## src/rtl/tick_pkg.sv

```systemverilog
package tick_pkg;
  // Source of the next value of the compare armed state, in priority order.
  typedef enum logic [1:0] {
    ARM_KEEP = 2'd0,
    ARM_LOAD = 2'd1,
    ARM_WRAP = 2'd2,
    ARM_FIRE = 2'd3
  } arm_src_e;
endpackage

```

## src/rtl/tick_counter.sv

```systemverilog
module tick_counter #(
  parameter int unsigned CNT_W    = 64,
  parameter int unsigned FLAG_BIT = CNT_W - 1
) (
  input  logic             clk_i,
  input  logic             rst_ni,
  input  logic             tick_en_i,
  input  logic             wr_i,
  input  logic [CNT_W-1:0] wdata_i,
  output logic [CNT_W-1:0] cnt_o,
  output logic             prot_o,
  output logic             wrap_o
);
  localparam logic [CNT_W-1:0] FLAG_MASK = CNT_W'(1) << FLAG_BIT;
  localparam logic [CNT_W-1:0] ALL_ONES  = '1;

  logic [CNT_W-1:0] cnt_q, cnt_d, cnt_inc;
  logic             prot_q;
  logic             full;

  // Forcing the flag position to 1 lets the carry skip over it.
  assign cnt_inc = ((cnt_q | FLAG_MASK) + CNT_W'(1)) & ~FLAG_MASK;
  assign full    = (cnt_q | FLAG_MASK) == ALL_ONES;
  assign wrap_o  = tick_en_i && !wr_i && full;

  always_comb begin
    cnt_d = cnt_q;
    if (wr_i)           cnt_d = wdata_i & ~FLAG_MASK;
    else if (tick_en_i) cnt_d = cnt_inc;
  end

  always_ff @(posedge clk_i or negedge rst_ni) begin
    if (!rst_ni) begin
      cnt_q  <= '0;
      prot_q <= 1'b0;
    end else begin
      cnt_q <= cnt_d;
      if (wr_i) prot_q <= wdata_i[FLAG_BIT];
    end
  end

  assign cnt_o  = cnt_q;
  assign prot_o = prot_q;

  // idle cycles leave the count alone
  a_r2_hold: assert property (@(posedge clk_i) disable iff (!rst_ni)
    !tick_en_i && !wr_i |=> $stable(cnt_q));

  // a write lands on the next edge, flag split off
  a_r3_load: assert property (@(posedge clk_i) disable iff (!rst_ni)
    wr_i |=> (cnt_q == ($past(wdata_i) & ~FLAG_MASK)) && (prot_q == $past(wdata_i[FLAG_BIT])));

  // the flag position never holds count data
  a_r2_flag_free: assert property (@(posedge clk_i) disable iff (!rst_ni)
    tick_en_i |=> !cnt_q[FLAG_BIT]);
endmodule

```

## src/rtl/tick_compare.sv

```systemverilog
module tick_compare
  import tick_pkg::*;
#(
  parameter int unsigned CNT_W    = 64,
  parameter int unsigned FLAG_BIT = CNT_W - 1
) (
  input  logic             clk_i,
  input  logic             rst_ni,
  input  logic             wr_i,
  input  logic [CNT_W-1:0] wdata_i,
  input  logic [CNT_W-1:0] cnt_i,
  input  logic             wrap_i,
  output logic             match_o
);
  localparam logic [CNT_W-1:0] FLAG_MASK = CNT_W'(1) << FLAG_BIT;

  logic [CNT_W-1:0] lim_q, lim_new;
  logic             int_dis_q;
  logic             armed_q, armed_d;
  arm_src_e         arm_src;

  assign lim_new = wdata_i & ~FLAG_MASK;
  assign match_o = armed_q && (cnt_i == lim_q);

  always_comb begin
    if (wr_i)         arm_src = ARM_LOAD;
    else if (wrap_i)  arm_src = ARM_WRAP;
    else if (match_o) arm_src = ARM_FIRE;
    else              arm_src = ARM_KEEP;
  end

  always_comb begin
    unique case (arm_src)
      ARM_LOAD: armed_d = (lim_new != '0) && !wdata_i[FLAG_BIT];
      ARM_WRAP: armed_d = (lim_q != '0) && !int_dis_q;
      ARM_FIRE: armed_d = 1'b0;
      default:  armed_d = armed_q;
    endcase
  end

  always_ff @(posedge clk_i or negedge rst_ni) begin
    if (!rst_ni) begin
      lim_q     <= '0;
      int_dis_q <= 1'b0;
      armed_q   <= 1'b0;
    end else begin
      armed_q <= armed_d;
      if (wr_i) begin
        lim_q     <= lim_new;
        int_dis_q <= wdata_i[FLAG_BIT];
      end
    end
  end

  // a zero compare value is never armed
  a_r5_zero_idle: assert property (@(posedge clk_i) disable iff (!rst_ni)
    (lim_q == '0) |-> !armed_q);

  // a disabled limit is never armed
  a_r6_disabled_idle: assert property (@(posedge clk_i) disable iff (!rst_ni)
    int_dis_q |-> !armed_q);

  // one fire per arming
  a_r8_fire_once: assert property (@(posedge clk_i) disable iff (!rst_ni)
    match_o && !wr_i && !wrap_i |=> !match_o);
endmodule

```

## src/rtl/tick_softint.sv

```systemverilog
module tick_softint #(
  parameter int unsigned SI_W   = 17,
  parameter int unsigned SI_BIT = 0
) (
  input  logic            clk_i,
  input  logic            rst_ni,
  input  logic            set_i,
  input  logic [SI_W-1:0] clr_i,
  output logic [SI_W-1:0] softint_o
);
  for (genvar k = 0; k < SI_W; k++) begin : g_bit
    if (k == SI_BIT) begin : g_timer
      logic bit_q;
      always_ff @(posedge clk_i or negedge rst_ni) begin
        if (!rst_ni) bit_q <= 1'b0;
        else         bit_q <= set_i | (bit_q & ~clr_i[k]);
      end
      assign softint_o[k] = bit_q;

      // a match sets the bit on the next edge
      a_r7_set: assert property (@(posedge clk_i) disable iff (!rst_ni)
        set_i |=> bit_q);

      // without set or clear the bit holds
      a_r9_hold: assert property (@(posedge clk_i) disable iff (!rst_ni)
        !set_i && !clr_i[k] |=> $stable(bit_q));
    end else begin : g_other
      assign softint_o[k] = 1'b0;
    end
  end
endmodule

```

## src/rtl/tick_cmp_timer.sv

```systemverilog
module tick_cmp_timer #(
  parameter int unsigned CNT_W    = 64,
  parameter int unsigned FLAG_BIT = CNT_W - 1,
  parameter int unsigned SI_W     = 17,
  parameter int unsigned SI_BIT   = 0
) (
  input  logic             clk_i,
  input  logic             rst_ni,
  input  logic             tick_en_i,
  input  logic             cnt_wr_i,
  input  logic [CNT_W-1:0] cnt_wdata_i,
  output logic [CNT_W-1:0] cnt_rdata_o,
  input  logic             lim_wr_i,
  input  logic [CNT_W-1:0] lim_wdata_i,
  input  logic [SI_W-1:0]  softint_clr_i,
  output logic [SI_W-1:0]  softint_o
);
  localparam logic [CNT_W-1:0] FLAG_MASK = CNT_W'(1) << FLAG_BIT;

  logic [CNT_W-1:0] cnt;
  logic             prot;
  logic             wrap;
  logic             match;

  tick_counter #(.CNT_W(CNT_W), .FLAG_BIT(FLAG_BIT)) i_counter (
    .clk_i     (clk_i),
    .rst_ni    (rst_ni),
    .tick_en_i (tick_en_i),
    .wr_i      (cnt_wr_i),
    .wdata_i   (cnt_wdata_i),
    .cnt_o     (cnt),
    .prot_o    (prot),
    .wrap_o    (wrap)
  );

  tick_compare #(.CNT_W(CNT_W), .FLAG_BIT(FLAG_BIT)) i_compare (
    .clk_i   (clk_i),
    .rst_ni  (rst_ni),
    .wr_i    (lim_wr_i),
    .wdata_i (lim_wdata_i),
    .cnt_i   (cnt),
    .wrap_i  (wrap),
    .match_o (match)
  );

  tick_softint #(.SI_W(SI_W), .SI_BIT(SI_BIT)) i_softint (
    .clk_i     (clk_i),
    .rst_ni    (rst_ni),
    .set_i     (match),
    .clr_i     (softint_clr_i),
    .softint_o (softint_o)
  );

  assign cnt_rdata_o = prot ? (cnt | FLAG_MASK) : cnt;

  // the read flag follows the last written count flag
  a_r4_read_flag: assert property (@(posedge clk_i) disable iff (!rst_ni)
    cnt_wr_i |=> cnt_rdata_o[FLAG_BIT] == $past(cnt_wdata_i[FLAG_BIT]));
endmodule

```

## config.mk

```make
export PLATFORM = sky130hd
export DESIGN_NAME = tick_cmp_timer
export DESIGN_NICKNAME = d
export VERILOG_FILES = /design/src/rtl/tick_pkg.sv /design/src/rtl/tick_counter.sv /design/src/rtl/tick_compare.sv /design/src/rtl/tick_softint.sv /design/src/rtl/tick_cmp_timer.sv
export SDC_FILE = /design/constraint.sdc
export NUM_CORES = 1
export LEC_CHECK = 0
export BUFFER_PORTS_ARGS = -buffer_cell sky130_fd_sc_hd__buf_2
export CORE_MARGIN = 2
export CORE_UTILIZATION = 30
export CTS_CLUSTER_SIZE = 30
export DETAILED_ROUTE_END_ITERATION = 7
export GPL_TIMING_DRIVEN = 0
export HOLD_SLACK_MARGIN = 0.1
export PLACE_DENSITY = 0.57
export SETUP_SLACK_MARGIN = 0.15
export SLEW_MARGIN = 40
export SYNTH_ARGS = -nofsm -noshare
export SYNTH_HDL_FRONTEND = slang
export SYNTH_HIERARCHICAL = 1
export SYNTH_SLANG_ARGS = --single-unit
```

## constraint.sdc

```tcl
create_clock -name clk_i -period 2.89 [get_ports clk_i]
set_clock_uncertainty 0.05 [all_clocks]
set_input_delay 0.289 -clock clk_i [delete_from_list [all_inputs] [get_ports clk_i]]
set_output_delay 0.289 -clock clk_i [all_outputs]
set_load 0.02 [all_outputs]
```

## Word level (Yosys, flattened, before mapping)

Cells that the tools add are included.
W data, S select, Z words.

- Bits in registers: 131
- Bits of input ports: 150
- Output and inout bits: 81
- Word-level logic and storage cells: 34

- Add/sub/neg operators: 1
- Eq/ne operators: 5
- Muxes and demuxes: 7
- Bitwise logic cells: 3
- Reductions and logical operators: 12

Operators with widths:

| operator | number |
|---|---|
| $mux W64 | 3 |
| $reduce_bool A64 Y1 | 2 |
| $eq A64 B63 Y1 | 1 |
| $add A63 B1 Y63 const B | 1 |
| $eq A63 B63 Y1 const B | 1 |
| $mux W2 | 3 |
| $logic_and A1 B1 Y1 | 5 |
| $eq A2 B2 Y1 const B | 2 |
| $logic_not A1 Y1 | 3 |
| $pmux W1 S3 | 1 |
| $reduce_bool A3 Y1 | 1 |
| $eq A2 B1 Y1 const B | 1 |
| $reduce_bool A2 Y1 | 1 |
| $and A1 B1 Y1 | 1 |
| $not A1 Y1 | 1 |
| $or A1 B1 Y1 | 1 |

## Logic depth before layout (Yosys ltp)

Gate-level depths: netlist of run 1.

- Depth in word-level cells: 7
- Depth in mapped cells: 9
- Mapped depth without buffers: 8

## By module

Netlist of run 1, hierarchy kept.

By module, submodules not included:

| module | instances | cells an instance | area each (um^2) | seq. area each (um^2) |
|---|---|---|---|---|
| tick_counter | 1 | 492 | 4,078.9 | 1,601.5 |
| tick_compare | 1 | 289 | 3,389.5 | 1,626.6 |
| tick_softint | 1 | 21 | 167.7 | 25.0 |
| tick_cmp_timer | 1 | 1 | 6.3 | 0.0 |

## Worst setup path before layout of run 1

Ideal clock, no wire load.

- Path type: register to register
- From: register i_counter.cnt_q[2], in the netlist i_counter/cnt_o[2]
- To: register i_counter.cnt_q[59], in the netlist i_counter/cnt_o[59]
- Library setup time: 0.082 ns
- Arrival time: 2.373 ns
- Required time: 2.758 ns
- Slack: 0.385 ns
- Stages on the path, launching flop included: 7
- Path buffers: 1
- Period minus slack after synthesis: 2.505 ns
- Cell sequence: dfrtp_1 -> nand4_1 -> or4_1 -> buf_2 -> or4_4 -> or3_1 -> a31oi_1

- Word-level cells in the longest chain between the ends: 3

RTL lines:

| element | RTL line | text |
|---|---|---|
| start: declaration | tick_counter.sv:17 | `logic [CNT_W-1:0] cnt_q, cnt_d, cnt_inc;` |
| start signal: assignment | tick_counter.sv:37 | `cnt_q <= cnt_d;` |
| $add A63 B1 Y63 | tick_counter.sv:22 | `assign cnt_inc = ((cnt_q \| FLAG_MASK) + CNT_W'(1)) & ~FLAG_MASK;` |
| $mux W64 | tick_counter.sv:29 | `else if (tick_en_i) cnt_d = cnt_inc;` |
| $mux W64 | tick_counter.sv:28 | `if (wr_i) cnt_d = wdata_i & ~FLAG_MASK;` |

No other way between the ends. The select of a mux whose other input is x is not followed.
A chain may end at the register's enable or synchronous reset.

## Worst setup path after layout of run 1

- From: register i_counter.cnt_q[15], in the netlist i_counter/cnt_o[15]
- To: register i_compare.armed_q

- Elaborated cells between the ends (all ways): 12
- Classes of those cells: 5 x eq/ne; 4 x mux; 3 x reduce/logical

RTL lines:

| element | RTL line | text |
|---|---|---|
| $eq A63 B63 Y1 * | tick_counter.sv:23 | `assign full = (cnt_q \| FLAG_MASK) == ALL_ONES;` |
| $logic_and A1 B1 Y1 * | tick_counter.sv:24 | `assign wrap_o = tick_en_i && !wr_i && full;` |
| net wrap | tick_cmp_timer.sv:22 | `logic wrap;` |
| $mux W2 * | tick_compare.sv:27 | `else if (wrap_i) arm_src = ARM_WRAP;` |
| $mux W2 * | tick_compare.sv:26 | `if (wr_i) arm_src = ARM_LOAD;` |
| $eq A2 B2 Y1 or $eq A2 B1 Y1 (tied branches) | tick_compare.sv:33 | `unique case (arm_src)` |
| $pmux W1 S3 or $reduce_bool A3 Y1 (tied branches) | - |  |
| end signal: assignment | tick_compare.sv:47 | `armed_q <= armed_d;` |
| end: declaration | tick_compare.sv:19 | `logic armed_q, armed_d;` |

The timed path passes the listed nets; every way through them passes the cells marked *.

==> results of run 1 <==
## routing by layer
metal	vias to the layer above	GRT usage [%]	routed length (um)
li1	3664	-	-
met1	3846	31.5	13500
met2	387	36.7	14300
met3	76	4.60	2240
met4	0	8.97	972
met5	-	0	0
## synthesized netlist by cell type (all sizes together) (2+ instances only)
cell type | n | area share (%)
dfrtp | 130 | 43
nand2 | 86 | 4.2
nor4 | 75 | 6.2
xor2 | 64 | 7.3
mux2 | 59 | 8.7
o21ai | 53 | 3.5
nand4 | 45 | 4.0
clkbuf | 33 | 1.6
nand3 | 30 | 2.0
xnor2 | 28 | 3.2
nor2 | 26 | 1.3
buf | 24 | 2.2
inv | 23 | 1.1
nor3 | 20 | 1.3
or4 | 16 | 1.6
nor2b | 11 | 0.90
and4 | 9 | 1.0
mux2i | 9 | 1.2
or3 | 8 | 0.65
a221o | 6 | 0.79
a22oi | 4 | 0.39
a31oi | 4 | 0.33
and2 | 4 | 0.33
o22ai | 4 | 0.33
a221oi | 3 | 0.34
and3 | 3 | 0.25
o211ai | 3 | 0.29
or2 | 3 | 0.25
a21o | 2 | 0.20
conb | 2 | 0.098
nor4b | 2 | 0.23
## what timing repair did
item,CTS,global route
hold buffers,128,1
hold endpoints to repair,192,1
setup endpoints to repair,5,16
pin swaps,0,2
gates resized for setup,6,27
setup buffers,0,4
## layout by cell type, fill, tap and decap left out, drive strengths merged, types with 16 or more instances in the layout
master	count
xnor2	28
or4	16
mux2	59
nor4	75
o21ai	53
nor3	20
nand4	45
buf	224
dlygate4sd3	129
nand2	86
nand3	30
conb	17
dfrtp	130
clkbuf	52
xor2	64
inv	25
nor2	26
## state kept, by name (all words and copies together), names as in the netlist
register,count
i_counter/prot_o,1
i_counter/cnt_o,63
i_softint/g_bit.g_timer.bit_q,1
i_compare/lim_q,63
i_compare/int_dis_q,1
i_compare/armed_q,1
## cell type report
type | instances | area, um2
multi-input combinational | 607 | 4150
inverter | 24 | 90.1
sequential | 130 | 3270
clock buffer | 19 | 443
tap | 330 | 413
clock inverter | 12 | 133
timing repair buffer | 329 | 2330
fill | 2487 | 14000
buffer | 57 | 299
## logic make-up (layout without fill, tap and decap cells)
kind of cell	count (synthesis)	after routing	synth area share, %
adders and majority gates	1	1	0.164
muxes	68	68	9.87
buffers and inverters	81	441	4.98
and+or+nand+nor	342	342	24.6
DFF	130	130	42.6
AOI/OAI and AO/OA	87	87	7.15
other	2	17	0.0983
xor gates and xnor gates	92	92	10.5
## worst max-delay path by stage
stage	from	end
2_1_floorplan	i_counter/cnt_o[2]$_DFFE_PN0P_	i_counter/cnt_o[59]$_DFFE_PN0P_
4_1_cts	i_counter/cnt_o[5]$_DFFE_PN0P_	i_compare/armed_q$_DFFE_PN0P_
3_3_place_gp	rst_ni	i_counter/cnt_o[7]$_DFFE_PN0P_
5_1_grt	i_counter/cnt_o[15]$_DFFE_PN0P_	i_compare/armed_q$_DFFE_PN0P_
6_report	i_counter/cnt_o[15]$_DFFE_PN0P_	i_compare/armed_q$_DFFE_PN0P_
3_5_place_dp	i_counter/cnt_o[10]$_DFFE_PN0P_	i_compare/armed_q$_DFFE_PN0P_
## worst reg2reg max path, cell delays in order, from the launching register on
cell      delay (ps)
dfrtp_1          420
clkbuf_1         320
nand3_1          120
or4_4            470
clkbuf_4         220
nor2_1           170
nand4_1          140
nor2_2           220
nor2_1            80
a311o_1          350
## through the flow
| stage | setup slack [ps] | instance area [um2] | instances | setup TNS [ps] |
|---|---|---|---|---|
| after floorplan | 385 | 7700 | 818 | 0 |
| after global placement | -440 | 9090 | 1343 | -55560 |
| after detailed placement | -64.7 | 9140 | 1344 | -64.7 |
| after CTS | 75.7 | 11000 | 1503 | 0 |
| after global routing | 61.9 | 11100 | 1508 | 0 |
| final | 204 | 11100 | 1508 | 0 |
## power by group through the flow
stage	Combinational [W]	Clock, W	Sequential [W]
floorplan	0.000495	0	0.00233
global placement	0.000950	0	0.00237
detailed placement	0.000970	0	0.00237
CTS	0.00111	0.00218	0.00234
global route	0.00123	0.00226	0.00237
finish	0.00113	0.00214	0.00235
==> impl_metrics.toml, run 1 <==
[worst_setup_path]
reg2reg_depth = 9
path_class = "reg -> reg"
reg2reg_from = "i_counter/cnt_o[15]$_DFFE_PN0P_"
crit_top_cell = "nor2_1"
worstPathCellList = "clkbuf_1 -> nand3_1 -> or4_4 -> clkbuf_4 -> nor2_1 -> nand4_1 -> nor2_2 -> nor2_1 -> a311o_1"
cpMaxStageDelayCell = "or4_4"
critPathTopFamily = "simple AND/OR/NAND/NOR gates"
r2r_end = "i_compare/armed_q$_DFFE_PN0P_"
cp.arrival_ps = 2950
worstPathMaxFanout = 10
worstPathRequired_ps = 3150
path_buf_inv = 2
r2r_setup_slack_ps = 200
critPathLaunchType = "flop"
crit_path_end_kind = "flop"
worst_path_largest_cell_delay_ps = 470
crit_cells = 9

[die]
io_pins = 231
die-width_um = 164
dieHeight_um = 164
die-area_um2 = 26800
rows = 58
start_util_pct = 30.4
core_area_um2 = 25100

[synth]
syn_inst = 803
ys_seq_area_share_pct = 42.6
yosysWarnings = 6
synth.distinct_cells = 54
async_reset_ff_share_pct = 100
synth_seq_cells = 130
synth_edf_count = 0
postSynthAreaPerCell_um2 = 9.52
synth-main-ff-cell = "dfrtp_1"
syn_area_um2 = 7640

[clocking]
cts_buffers = 17
cts-root-buf = "clkbuf_16"
clk_pin_slew_ps = 60
htreeDepth = 4
clock_latency_ps = 430
cts_tree = "built"
cts.sinks = 130
clock_tree.buffer_depth = 2

[timing]
hold_ws_ps = 185
relSlewSlack_pct = 40.9
rsz0062_at_grt = "true"
drv_slew = 0
worst_pin_slew_ps = 878
setup_viol = 0
period_minus_slack_ps = 2690
hold_violations = 0
period_share_pct = 93.0
max_freq_mhz = 372

[min_path]
hold_depth = 3
hold_start = "cnt_wdata_i[50]"
whs_endpoint = "i_counter/cnt_o[50]$_DFFE_PN0P_"
min_path_type = "in -> reg"

[status]
outcome = "completed"

[route]
routedWlPerCell_um = 20.6
dr.pass1.iters = 5
drc = 0
num_vias = 7973
antenna_left = 0
avgViaCountPerCell = 5.29
routed_wl_mm = 31.0
drtIter0Drc = 796

[global_routing]
antenna_found_initial = 0
grt_pass1_wl_mm = 46.3
grt_max_degree = 67
grt-ovfl-total = 0
grt_pass1_vias = 7672
grtUsageTotal_pct = 23.3

[pwr]
p_int_w = 0.00382
p_per_area_nw_per_um2 = 504
switching_share_pct = 31.9
p_switching_w = 0.00179
p_leak_nw = 4.70
peakVddDrop_uv = 266
clkPwrFrac_pct = 38.1
finalPower_w = 0.00562
pwr-share-comb_pct = 20.1
p_seq_share_pct = 41.8

[final_layout]
area_delta_synth_final_pct = 45.7
post-route-util_pct = 44.3
nets = 1317
antenna_cells = 0
drive_above_1_share_pct = 29.5

[flow_run]
cap_violations = 0

[placement]
hpwl_mm = 23.5
place_congestion = 0.918
portBuffers = 195
No activity file was read; power rests on OpenSTA's default activity.
==> run 2, diff against run 1 <==
--- a/config.mk
+++ b/config.mk
@@ -5,7 +5,7 @@
 export SDC_FILE = /design/constraint.sdc
 export NUM_CORES = 1
 export LEC_CHECK = 0
-export BUFFER_PORTS_ARGS = -buffer_cell sky130_fd_sc_hd__buf_2
+export BUFFER_PORTS_ARGS = -buffer_cell sky130_fd_sc_hd__clkbuf_2
 export CORE_MARGIN = 2
 export CORE_UTILIZATION = 30
 export CTS_CLUSTER_SIZE = 30
==> constraint.sdc (replaced) <==
create_clock -name clk_i -period 2.9 [get_ports clk_i]
set_clock_uncertainty 0.05 [all_clocks]
set_input_delay 0.29 -clock clk_i [delete_from_list [all_inputs] [get_ports clk_i]]
set_output_delay 0.29 -clock clk_i [all_outputs]
set_load 0.02 [all_outputs]
==> run 2 against run 1 <==
Net effect: die area is the same; final cell count shrank 0.66%; global-route usage shrank 0.35 points; critical path depth shrank 1; fmax shrank 2.6%; count of clock-buffer cells in the layout grew 1; combinational power is essentially flat; utilization shrank 0.28 points; largest cell class unchanged.
==> impl_metrics.toml, run 2 (synthesized netlist as in run 1, its figures left out) <==
[die]
io_pins = 231
dieHeight_um = 164
start_util_pct = 30.4
die-width_um = 164
rows = 58
die-area_um2 = 26800
core_area_um2 = 25100

[worst_setup_path]
worstPathMaxFanout = 10
crit_path_end_kind = "flop"
worst_path_largest_cell_delay_ps = 640
path_class = "reg -> reg"
crit_top_cell = "nor2_1"
worstPathCellList = "nand3_1 -> or4_4 -> buf_2 -> nor2_1 -> nand4_1 -> nor2_2 -> nor2_1 -> a311o_1"
critPathLaunchType = "flop"
cp.arrival_ps = 3010
worstPathRequired_ps = 3160
path_buf_inv = 1
critPathTopFamily = "simple AND/OR/NAND/NOR gates"
cpMaxStageDelayCell = "or4_4"

[global_routing]
grt_pass1_wl_mm = 45.6
grt_pass1_vias = 7754
grt-ovfl-total = 0
antenna_found_initial = 0
grtUsageTotal_pct = 23.0
grt_max_degree = 60

[clocking]
cts-root-buf = "clkbuf_16"
clock_latency_ps = 430
clock_tree.buffer_depth = 2
cts_buffers = 17
cts_tree = "built"
htreeDepth = 4
cts.sinks = 130
clk_pin_slew_ps = 60

[pwr]
peakVddDrop_uv = 295
p_leak_nw = 4.70
p_per_area_nw_per_um2 = 517

[final_layout]
area_delta_synth_final_pct = 44.7
final_common_cell = "clkbuf_2"
nets = 1308
drive_above_1_share_pct = 28.9
final_cell_mix = "clkbuf_2 (196), dlygate4sd3_1 (121), dfrtp_1 (120)"
antenna_cells = 0

[flow_run]
cap_violations = 0

[min_path]
min_path_type = "in -> reg"

[timing]
setup_ws_ps = 141
max_freq_mhz = 362
period_share_pct = 95.1
tns_ps = 0
relSlewSlack_pct = 47.4
period_minus_slack_ps = 2760
drv_slew = 0
hold_violations = 0
worst_pin_slew_ps = 781
rsz0062_at_grt = "true"
setup_viol = 0

[placement]
portBuffers = 195
hpwl_mm = 23.7
place_congestion = 0.923
place_ws_ps = -35.7

[status]
outcome = "completed"

[route]
antenna_left = 0
num_vias = 7908
drtIter0Drc = 640
dr.pass1.iters = 5
routedWlPerCell_um = 20.6
drc = 0
avgViaCountPerCell = 5.28
routed_wl_mm = 30.8
==> run 2: cell count changes in the layout (fill, tap and decap cells not counted), sizes merged <==
cell / change
inv: -2
bufinv: +2
dlygate4sd3: -8
clkinvlp: -2
buf: -194
clkbuf: +194
==> run 2: metrics by stage <==
step                util (%)  hold WS, ps  std cells  total power [W]  area [um2]
finish                  44.1         96.8       1498          0.00572       11100
floorplan                  -        -55.6        818          0.00281        7700
global route            44.1          103       1498          0.00594       11100
detailed placement      36.5          145       1345          0.00333        9170
CTS                     43.8          101       1496          0.00573       11000
global placement        36.2          414       1343          0.00331        9090
==> run 2: repair_timing <==
item,4_1_cts,5_1_grt
pin swaps,0,1
hold buffers,121,0
endpoints found under the setup margin,3,14
gates resized for setup,8,16
endpoints found under the hold margin,250,0
setup buffers,0,2
gates cloned,0,0
==> run 2: cell type report <==
| class | count | area (um2) |
|---|---|---|
| plain buffers | 57 | 294 |
| fillers | 2489 | 14000 |
| flip-flops and latches | 130 | 3270 |
| repair buffers | 320 | 2270 |
| multi-input cells | 607 | 4130 |
| well taps | 330 | 413 |
| clock buffers | 20 | 447 |
| clock inverters | 10 | 160 |
| inverters | 24 | 90.1 |
==> run 2: path summary, 6_finish.rpt <==
check                                               startpoint                         endpoint  slack (ps)  depth (start not counted)
worst min-delay path                            cnt_wdata_i[0]   i_counter/cnt_o[0]$_DFFE_PN0P_         100                          3
min in group asynchronous                               rst_ni  i_counter/cnt_o[46]$_DFFE_PN0P_         260                          2
worst max-delay path            i_counter/cnt_o[7]$_DFFE_PN0P_    i_compare/armed_q$_DFFE_PN0P_         140                          8
worst min register to register    i_counter/prot_o$_DFFE_PN0P_     i_counter/prot_o$_DFFE_PN0P_         440                          1
worst max register to register  i_counter/cnt_o[7]$_DFFE_PN0P_    i_compare/armed_q$_DFFE_PN0P_         140                          8
max in group asynchronous                               rst_ni   i_counter/cnt_o[2]$_DFFE_PN0P_        1920                          3
==> run 2: metal layers <==
layer | wire length (um) | share of wire [%] | global-route usage (%) | up-vias
met5 | 0 | 0 | 0 | -
met4 | 657 | 2.1 | 7.26 | 0
met3 | 2470 | 8.0 | 5.89 | 49
met2 | 14500 | 47 | 37.1 | 370
met1 | 13200 | 43 | 30.1 | 3844
li1 | - | - | - | 3645
==> run 2: power by group <==
| group | internal [W] | total, W | switching [W] | leakage [nW] |
|---|---|---|---|---|
| combinational | 0.000525 | 0.00111 | 0.000586 | 2.88 |
| clock | 0.00145 | 0.00226 | 0.000817 | 0.296 |
| sequential | 0.00199 | 0.00235 | 0.000353 | 1.53 |
| total | 0.00396 | 0.00572 | 0.00176 | 4.70 |
==> run 2: worst min-delay path, stage by stage <==
cell and delay [ps]:
clkbuf_2 90, nand2_1 80, o21ai_0 80
